==> src/rtl/wdog_pkg.sv <==
package wdog_pkg;

   localparam int unsigned WD_DELAY_RAW = 2097152;
   localparam int unsigned WD_PW_SHORT_RAW = 4;
   localparam int unsigned WD_PW_LONG_RAW = 4096;

   function automatic int unsigned wd_scaled(input int unsigned raw, input int unsigned sh);
      int unsigned v;
      v = raw >> sh;
      return (v == 0) ? 1 : v;
   endfunction

   function automatic int unsigned wd_period_raw(input logic [2:0] code);
      int unsigned r;
      case (code)
         3'd0:    r = 32;
         3'd1:    r = 512;
         3'd2:    r = 2048;
         3'd3:    r = 4096;
         3'd4:    r = 32768;
         3'd5:    r = 524288;
         3'd6:    r = 1048576;
         default: r = 2097152;
      endcase
      return r;
   endfunction

endpackage

==> src/rtl/wdog_edge_sync.sv <==
module wdog_edge_sync #(
   parameter int STAGES = 2
) (
   input  logic clk,
   input  logic rst_n,
   input  logic din,
   output logic edge_o
);
   logic [STAGES:0] sh;

   generate
      for (genvar i = 0; i <= STAGES; i++) begin : g_stage
         if (i == 0) begin : g_first
            always_ff @(posedge clk or negedge rst_n)
               if (!rst_n) sh[0] <= 1'b0;
               else        sh[0] <= din;
         end else begin : g_next
            always_ff @(posedge clk or negedge rst_n)
               if (!rst_n) sh[i] <= 1'b0;
               else        sh[i] <= sh[i-1];
         end
      end
   endgenerate

   assign edge_o = sh[STAGES-1] ^ sh[STAGES];
endmodule

==> src/rtl/wdog_pulse.sv <==
module wdog_pulse #(
   parameter int unsigned W_SHORT = 4,
   parameter int unsigned W_LONG  = 4096
) (
   input  logic clk,
   input  logic rst_n,
   input  logic tick,
   input  logic start,
   input  logic wide,
   input  logic kill,
   output logic active
);
   localparam int unsigned WMAX = (W_LONG > W_SHORT) ? W_LONG : W_SHORT;
   localparam int PW = $clog2(WMAX + 1);

   logic [PW-1:0] pc;

   always_ff @(posedge clk or negedge rst_n) begin
      if (!rst_n)                     pc <= '0;
      else if (kill)                  pc <= '0;
      else if (start)                 pc <= wide ? PW'(W_LONG) : PW'(W_SHORT);
      else if (tick && pc != '0)      pc <= pc - PW'(1);
   end

   assign active = (pc != '0);
endmodule

==> src/rtl/wdog_timer.sv <==
module wdog_timer #(
   parameter int TIME_SHIFT      = 0,
   parameter int SYNC_STAGES     = 2,
   parameter bit HAS_START_DELAY = 1'b1
) (
   input  logic       clk,
   input  logic       rst_n,
   input  logic       tick_en,
   input  logic       batt_mode,
   input  logic       pwr_fail,
   input  logic       reg_wr,
   input  logic [7:0] reg_wdata,
   output logic [7:0] reg_rdata,
   input  logic       clr_cmd,
   input  logic       evt_in,
   input  logic       evt_feed_en,
   output logic       wdo
);
   import wdog_pkg::*;

   localparam int unsigned MAX_TICKS = wd_scaled(wd_period_raw(3'd7), TIME_SHIFT);
   localparam int unsigned DLY_TICKS = wd_scaled(WD_DELAY_RAW, TIME_SHIFT);
   localparam int unsigned PW_SHORT  = wd_scaled(WD_PW_SHORT_RAW, TIME_SHIFT);
   localparam int unsigned PW_LONG   = wd_scaled(WD_PW_LONG_RAW, TIME_SHIFT);
   localparam int CNT_W = $clog2(MAX_TICKS + 1);
   localparam int DLY_W = $clog2(DLY_TICKS + 1);

   generate
      if (SYNC_STAGES < 2) begin : g_bad_sync
         $error("wdog_timer: SYNC_STAGES must be at least 2");
      end
      if (TIME_SHIFT < 0 || TIME_SHIFT > 16) begin : g_bad_shift
         $error("wdog_timer: TIME_SHIFT out of range 0..16");
      end
   endgenerate

   // control fields
   logic       en_q, flag_q, dly_q, pw_q;
   logic [2:0] per_q;
   // counting state
   logic             delaying_q;
   logic [CNT_W-1:0] cnt_q;
   logic [DLY_W-1:0] dcnt_q;

   logic evt_edge;
   logic blk, kick, running, expire;
   logic en_n, flag_n, dly_n, pw_n, flag_clr, per_chg, arm, dly_wbit;
   logic [2:0] per_n;
   logic [CNT_W-1:0] per_ticks;

   wire unused_rsv = reg_wdata[3];

   generate
      if (HAS_START_DELAY) begin : g_dly_on
         assign dly_wbit = reg_wdata[5];
      end else begin : g_dly_off
         wire unused_dly = reg_wdata[5];
         assign dly_wbit = 1'b0;
      end
   endgenerate

   wdog_edge_sync #(.STAGES(SYNC_STAGES)) u_sync (
      .clk    (clk),
      .rst_n  (rst_n),
      .din    (evt_in),
      .edge_o (evt_edge)
   );

   always_comb begin
      blk      = batt_mode | pwr_fail;
      kick     = clr_cmd | (evt_feed_en & evt_edge);
      running  = en_q & ~flag_q & ~delaying_q;
      expire   = running & tick_en & (cnt_q == CNT_W'(1)) & ~kick & ~blk;
      per_n    = reg_wr ? reg_wdata[2:0] : per_q;
      pw_n     = reg_wr ? reg_wdata[4]   : pw_q;
      dly_n    = reg_wr ? dly_wbit       : dly_q;
      en_n     = blk ? 1'b0 : (reg_wr ? reg_wdata[7] : en_q);
      flag_clr = reg_wr & ~reg_wdata[6] & flag_q;
      flag_n   = (flag_q & ~flag_clr) | expire;
      per_chg  = reg_wr & (reg_wdata[2:0] != per_q);
      arm      = en_n & ~flag_n & (~en_q | flag_clr);
      per_ticks = CNT_W'(wd_scaled(wd_period_raw(per_n), TIME_SHIFT));
   end

   always_ff @(posedge clk or negedge rst_n) begin
      if (!rst_n) begin
         en_q       <= 1'b0;
         flag_q     <= 1'b0;
         dly_q      <= 1'b0;
         pw_q       <= 1'b0;
         per_q      <= 3'd0;
         delaying_q <= 1'b0;
         cnt_q      <= '0;
         dcnt_q     <= '0;
      end else begin
         en_q   <= en_n;
         flag_q <= flag_n;
         dly_q  <= dly_n;
         pw_q   <= pw_n;
         per_q  <= per_n;
         if (!en_n || flag_n) begin
            delaying_q <= 1'b0;
         end else if (arm) begin
            if (dly_n) begin
               delaying_q <= 1'b1;
               dcnt_q     <= DLY_W'(DLY_TICKS);
            end else begin
               cnt_q <= per_ticks;
            end
         end else if (delaying_q) begin
            if (tick_en) begin
               if (dcnt_q == DLY_W'(1)) begin
                  delaying_q <= 1'b0;
                  cnt_q      <= per_ticks;
               end else begin
                  dcnt_q <= dcnt_q - DLY_W'(1);
               end
            end
         end else if (kick || per_chg) begin
            cnt_q <= per_ticks;
         end else if (tick_en) begin
            cnt_q <= cnt_q - CNT_W'(1);
         end
      end
   end

   wdog_pulse #(.W_SHORT(PW_SHORT), .W_LONG(PW_LONG)) u_pulse (
      .clk    (clk),
      .rst_n  (rst_n),
      .tick   (tick_en),
      .start  (expire),
      .wide   (pw_q),
      .kill   (batt_mode),
      .active (wdo)
   );

   assign reg_rdata = {en_q, flag_q, dly_q, pw_q, 1'b0, per_q};
endmodule

==> config.mk <==
export PLATFORM = sky130hd
export DESIGN_NAME = wdog_timer
export DESIGN_NICKNAME = d
export VERILOG_FILES = /design/src/rtl/wdog_pkg.sv /design/src/rtl/wdog_edge_sync.sv /design/src/rtl/wdog_pulse.sv /design/src/rtl/wdog_timer.sv
export SDC_FILE = /design/constraint.sdc
export NUM_CORES = 1
export LEC_CHECK = 0
export ABC_AREA = 1
export BUFFER_PORTS_ARGS = -buffer_cell sky130_fd_sc_hd__buf_2
export CORE_ASPECT_RATIO = 0.6
export CORE_MARGIN = 3
export CORE_UTILIZATION = 50
export CTS_BUF_LIST = sky130_fd_sc_hd__clkbuf_16
export DETAILED_ROUTE_END_ITERATION = 10
export GPL_TIMING_DRIVEN = 0
export HOLD_SLACK_MARGIN = 0.06
export PLACE_DENSITY = 0.67
export SKIP_LAST_GASP = 1
export SYNTH_ARGS = -nofsm -noshare
export SYNTH_HDL_FRONTEND = slang
export SYNTH_SLANG_ARGS = --single-unit
==> constraint.sdc <==
create_clock -name clk -period 2.5 [get_ports clk]
set_input_delay 0.5 -clock clk [delete_from_list [all_inputs] [get_ports clk]]
set_output_delay 0.5 -clock clk [all_outputs]
set_load 0.05 [all_outputs]
[Yosys cells after proc, flatten, opt, wreduce, memory -nomap -nowiden]
Cells that the tools add are included.
W data, S select, Z words.
Storage, ports and cells
  register bits after elaboration: 68
  latch bits: 0
  RAM bits: 0
  ROM bits: 0
  input bits: 17
  output and inout port bits: 9
  word-level logic and storage cells: 98
  memories kept: 0
Operators by class
  add/sub/neg operators: 3
  $mul: 0
  div/mod/pow operators: 0
  $lt $le $gt $ge: 0
  equality and inequality tests: 15
  shift operators: 0
  mux-type cells: 28
  bitwise gates (word level): 27
  reductions and logical operators: 13
Operators with widths (count)
  $mux W22: 13
  $pmux W22 S7: 1
  $mux W13: 4
  $eq A22 B1 Y1 const B: 2
  $sub A22 B1 Y22 const B: 2
  $logic_not A32 Y1: 1
  $and A1 B1 Y1: 13
  $reduce_bool A13 Y1: 1
  $sub A13 B1 Y13 const B: 1
  $reduce_and A5 Y1: 2
  $eq A3 B3 Y1 const B: 3
  $mux W1: 9
  $not A1 Y1: 9
  $eq A3 B2 Y1 const B: 2
  $ne A2 B2 Y1 const B: 3
  $ne A3 B2 Y1 const B: 2
  $reduce_bool A3 Y1: 2
  $or A1 B1 Y1: 4
  $reduce_bool A2 Y1: 2
  $eq A3 B1 Y1 const B: 1
  $logic_not A3 Y1: 1
  $mux W3: 1
  $ne A3 B1 Y1 const B: 1
  $ne A3 B3 Y1: 1
  4 further kinds: 5

[Longest topological paths before layout]
  depth after elaboration: 13
  gate-level depth with buffers: 15
  gate-level depth less buffers: 15

[Cells and area by module]
From an unflattened synthesis, not the netlist that was laid out.
Second synthesis, totals
  cells, all modules: 713
  area total of the unflattened synthesis: 4777.1 um2
Modules (own cells, without submodules)
  wdog_timer: times used 1, cells an instance 585, area an instance 3784.9 um2, sequential area each 1301.2 um2
  wdog_pulse: times used 1, cells an instance 120, area an instance 898.4 um2, sequential area each 325.3 um2
  wdog_edge_sync: times used 1, cells an instance 8, area an instance 93.8 um2, sequential area each 75.1 um2

[Worst setup path before layout]
Ideal clock, no wire load.
  path kind: reg-to-reg
  start: register u_pulse.pc[0]
  end: register u_pulse.pc[5]
  data arrival time: 2314 ps
  data required time: 2414 ps
  path slack: 100 ps
  stages on the path, launching flop included: 12
  clock period less this slack: 2400 ps
  path through: dfrtp_1 inv_1 ha_1 nand2_1 inv_1 nand2_1 nor2_1 nand4_1 nand2_1 nand2_1 and3_1 nor3_1
Between the ends
  elaborated cells on any way between the ends: 7
RTL lines
  from (decl): RTL line wdog_pulse.sv:16  | logic [PW-1:0] pc;
  from (signal assigned): RTL line wdog_pulse.sv:21  | else if (start) pc <= wide ? PW'(W_LONG) : PW'(W_SHORT);
  from (signal assigned): RTL line wdog_pulse.sv:22  | else if (tick && pc != '0) pc <= pc - PW'(1);
  $reduce_bool A13 Y1
  named net wdo: RTL line wdog_timer.sv:17  | output logic wdo
  $logic_and A1 B1 Y1: RTL line wdog_pulse.sv:22
  $reduce_bool A3 Y1 (no line)
The timed path passes the listed nets, and every way through them passes these cells. The select of a mux whose other input is x is not followed.
A chain may end at the register's enable or synchronous reset.

[Final worst setup path]
  start: register u_pulse.pc[0]
  end: output wdo
Between the ends
  word-level cells in the longest chain between the ends: 1
RTL lines
  $reduce_bool A13 Y1: RTL line wdog_pulse.sv:25  | assign active = (pc != '0);
  to (decl): RTL line wdog_timer.sv:17
Every way passes these cells.

==> flow_metrics.py <==
metrics = {
    "outcome": {
        "status": "finished, final reports clean",
    },
    "cts": {
        "cts.sinks": 68,
        "cts_max_level": 3,
        "cts_buffers": 9,
        "max-clock-path-buffers": 2,
        "clockRootBuffer": "clkbuf_16",
        "post_cts.repair.setup_buffers": 0,
        "cts_hold_buf": 0,
        "tritoncts": "yes",
        "path_clk_slew_ps": 60,
        "clk_latency_ps": 330,
    },
    "synth": {
        "async_reset_ff_share_pct": 100.0,
        "synth_edf_count": 0,
        "ys_ff_latch": 68,
        "synth.distinct_cells": 34,
        "ys.flop_type": "dfrtp_1",
        "netlist_area_um2": 4806,
        "avgSynthCellArea_um2": 6.666,
        "postSynthCellCount": 721,
        "synthTopCellsByArea": "dfrtp_1, nand2_1, inv_1",
        "yosys_warnings": 0,
        "synth_nets": 743,
        "ys_seq_area_share_pct": 35.41,
        "synth_top_cell_by_area": "dfrtp_1",
        "yosysTopAreaCellShare_pct": 35.41,
    },
    "floorplanning": {
        "die_w_um": 132.6,
        "die_area_um2": 10860,
        "ioPinCount": 26,
        "die_h_um": 81.94,
        "start_util_pct": 51.92,
        "rows": 27,
        "core_um2": 9256,
    },
    "sta": {
        "slew_violations": 0,
        "holdWs_ps": 271.6,
        "worstMarginPinSlew_ps": 894.5,
        "finalHoldViolCount": 0,
        "fin_setup_tns_ps": 0,
        "post-route-period-util_pct": 89.77,
        "rsz0062_at_grt": "no",
        "fin_crit_ps": 2244,
        "skew_ps": 7.510,
        "setup_slack_ps": 255.8,
        "setup_violations": 0,
        "slew_headroom_pct": 40.37,
        "fmax_mhz": 445.6,
    },
    "final_layout": {
        "area_delta_synth_final_pct": 12.29,
        "nNetsFinal": 777,
        "final_cell_mix": "nand2_1, inv_1, nor2_1",
        "register_area_um2": 1702,
        "n_fill_cell": 899,
        "layout-drive-gt1-share_pct": 13.03,
        "diodes": 0,
        "fin_util_pct": 58.30,
        "final_common_cell": "nand2_1",
        "multi_input_area_um2": 2605,
    },
    "setup_path": {
        "critPathRequiredTime_ps": 2000,
        "r2r_cells": 12,
        "worstReg2RegEnd": "cnt_q[9]$_DFFE_PN0P_",
        "rrSetupSlack_ps": 270,
        "worstSetupEndpointType": "output pin",
        "rr_startpoint": "cnt_q[12]$_DFFE_PN0P_",
        "path_class": "reg2out",
        "worstPathMaxFanout": 4,
        "crit_arrival_ps": 1740,
        "setup.worst_path.start_class": "flip-flop",
    },
    "power_and_ir_drop": {
        "ir_drop_mv": 0.4849,
        "power_density_nw_per_um2": 1074,
        "finalPower_mw": 5.797,
        "p_leak_nw": 3.025,
    },
    "hold_path": {
        "hold-path-cell-count": 1,
        "hp-start": "evt_in",
        "worstHoldEndpoint": "u_sync.sh[0]$_DFF_PN0_",
        "hold_class": "in2reg",
    },
    "drt": {
        "drt_iter0_markers": 367,
        "drc": 0,
        "routed_wl_um": 11980,
        "first_pass_iters": 5,
        "viasPerCell": 5.021,
        "num_vias": 4469,
        "drt.antenna.violating_nets": 0,
        "wire_per_inst_um": 13.46,
    },
    "global_routing": {
        "grt_pass1_vias": 3896,
        "grt_max_degree": 69,
        "antenna_found_initial": 0,
        "grt_pass1_wl_um": 20040,
        "grt_usage_pct": 23.50,
        "overflow": 0,
    },
    "place": {
        "dpl_worst_slack_ps": 186.8,
        "portBuffers": 23,
        "routabilityCongestion": 0.9511,
        "dp_hpwl_um": 9052,
    },
    "run": {
        "max-cap-violations": 0,
    },
}
-- state kept, by name (all words and copies together) (netlist names) --
signal / cells
u_sync.sh: 3
dcnt_q: 22
pw_q: 1
cnt_q: 22
dly_q: 1
en_q: 1
per_q: 3
u_pulse.pc: 13
flag_q: 1
delaying_q: 1
-- worst max-delay path, stage by stage, from the launching register on --
cell     delay (ps)
dfrtp_1         380
inv_1            80
ha_1            160
nand2_1          50
inv_1            70
nand2_1         110
nor2_2          150
nand4_1         150
buf_2           250
-- final cells by class --
type | count | share of cell area (%)
buffer | 24 | 2.898
clock buffer | 9 | 4.173
clock inverter | 7 | 1.530
inverter | 92 | 6.399
multi-input combinational | 537 | 48.27
sequential | 68 | 31.53
tap | 130 | 3.014
timing repair buffer | 23 | 2.179
-- metal layers --
layer | routed length (µm) | vias to the layer above | global-route usage [%] | part of all wire (%)
li1 | - | 2323 | - | -
met1 | 6637 | 1988 | 38.13 | 55
met2 | 4289 | 150 | 30.37 | 36
met3 | 958 | 8 | 5.386 | 8.0
met4 | 94 | 0 | 5.498 | 0.78
met5 | 0 | - | 0 | 0
-- through the flow --
| step | std cells | area (µm²) |
|---|---|---|
| after global routing | 890 | 5396 |
| final | 890 | 5396 |
| after global placement | 874 | 5084 |
| after detailed placement | 874 | 5086 |
| after floorplan | 721 | 4806 |
| after CTS | 890 | 5394 |
-- power breakdown --
| group | total (mW) | internal (mW) | switching (mW) |
|---|---|---|---|
| Clock | 1.33 | 0.860 | 0.470 |
| Sequential | 1.75 | 1.42 | 0.332 |
| Combinational | 2.71 | 0.972 | 1.74 |
| Total | 5.80 | 3.25 | 2.54 |
-- cell families (layout without fill, tap and decap cells) --
logic type	after synthesis	in the layout	synth area share [%]
fa+ha+maj	5	5	1.302
buf+inv	116	155	10.44
flops	68	68	35.41
simple gates	454	454	42.57
compound gates	54	54	6.014
xor+xnor	23	23	4.192
other cells	1	1	0.07803
-- worst max path at each step --
stage                                    from                         to  cells after the start
floorplan           u_pulse.pc[0]$_DFFE_PN0P_  u_pulse.pc[5]$_DFFE_PN0P_                     11
global placement                 reg_wdata[2]      cnt_q[10]$_DFFE_PN0P_                     12
detailed placement               reg_wdata[0]      cnt_q[10]$_DFFE_PN0P_                     12
CTS                 u_pulse.pc[0]$_DFFE_PN0P_                        wdo                      8
global route        u_pulse.pc[0]$_DFFE_PN0P_                        wdo                      8
finish              u_pulse.pc[0]$_DFFE_PN0P_                        wdo                      8
-- Yosys cell counts (7+ instances only) --
master	instances
nand2_1	238
inv_1	90
nor2_1	76
dfrtp_1	68
nand3_1	64
o21ai_0	21
nand3b_1	18
o21ai_1	18
xor2_1	15
buf_2	14
nor3_1	12
nor2_2	11
or2_2	11
a21oi_1	9
xnor2_1	8
buf_4	7
-- repair_timing --
action / CTS / global route
endpoints found under the hold margin: 0 / 0
setup endpoints to repair: 0 / 1
resized for setup: 0 / 1
Power figures use the tool's default switching activity.
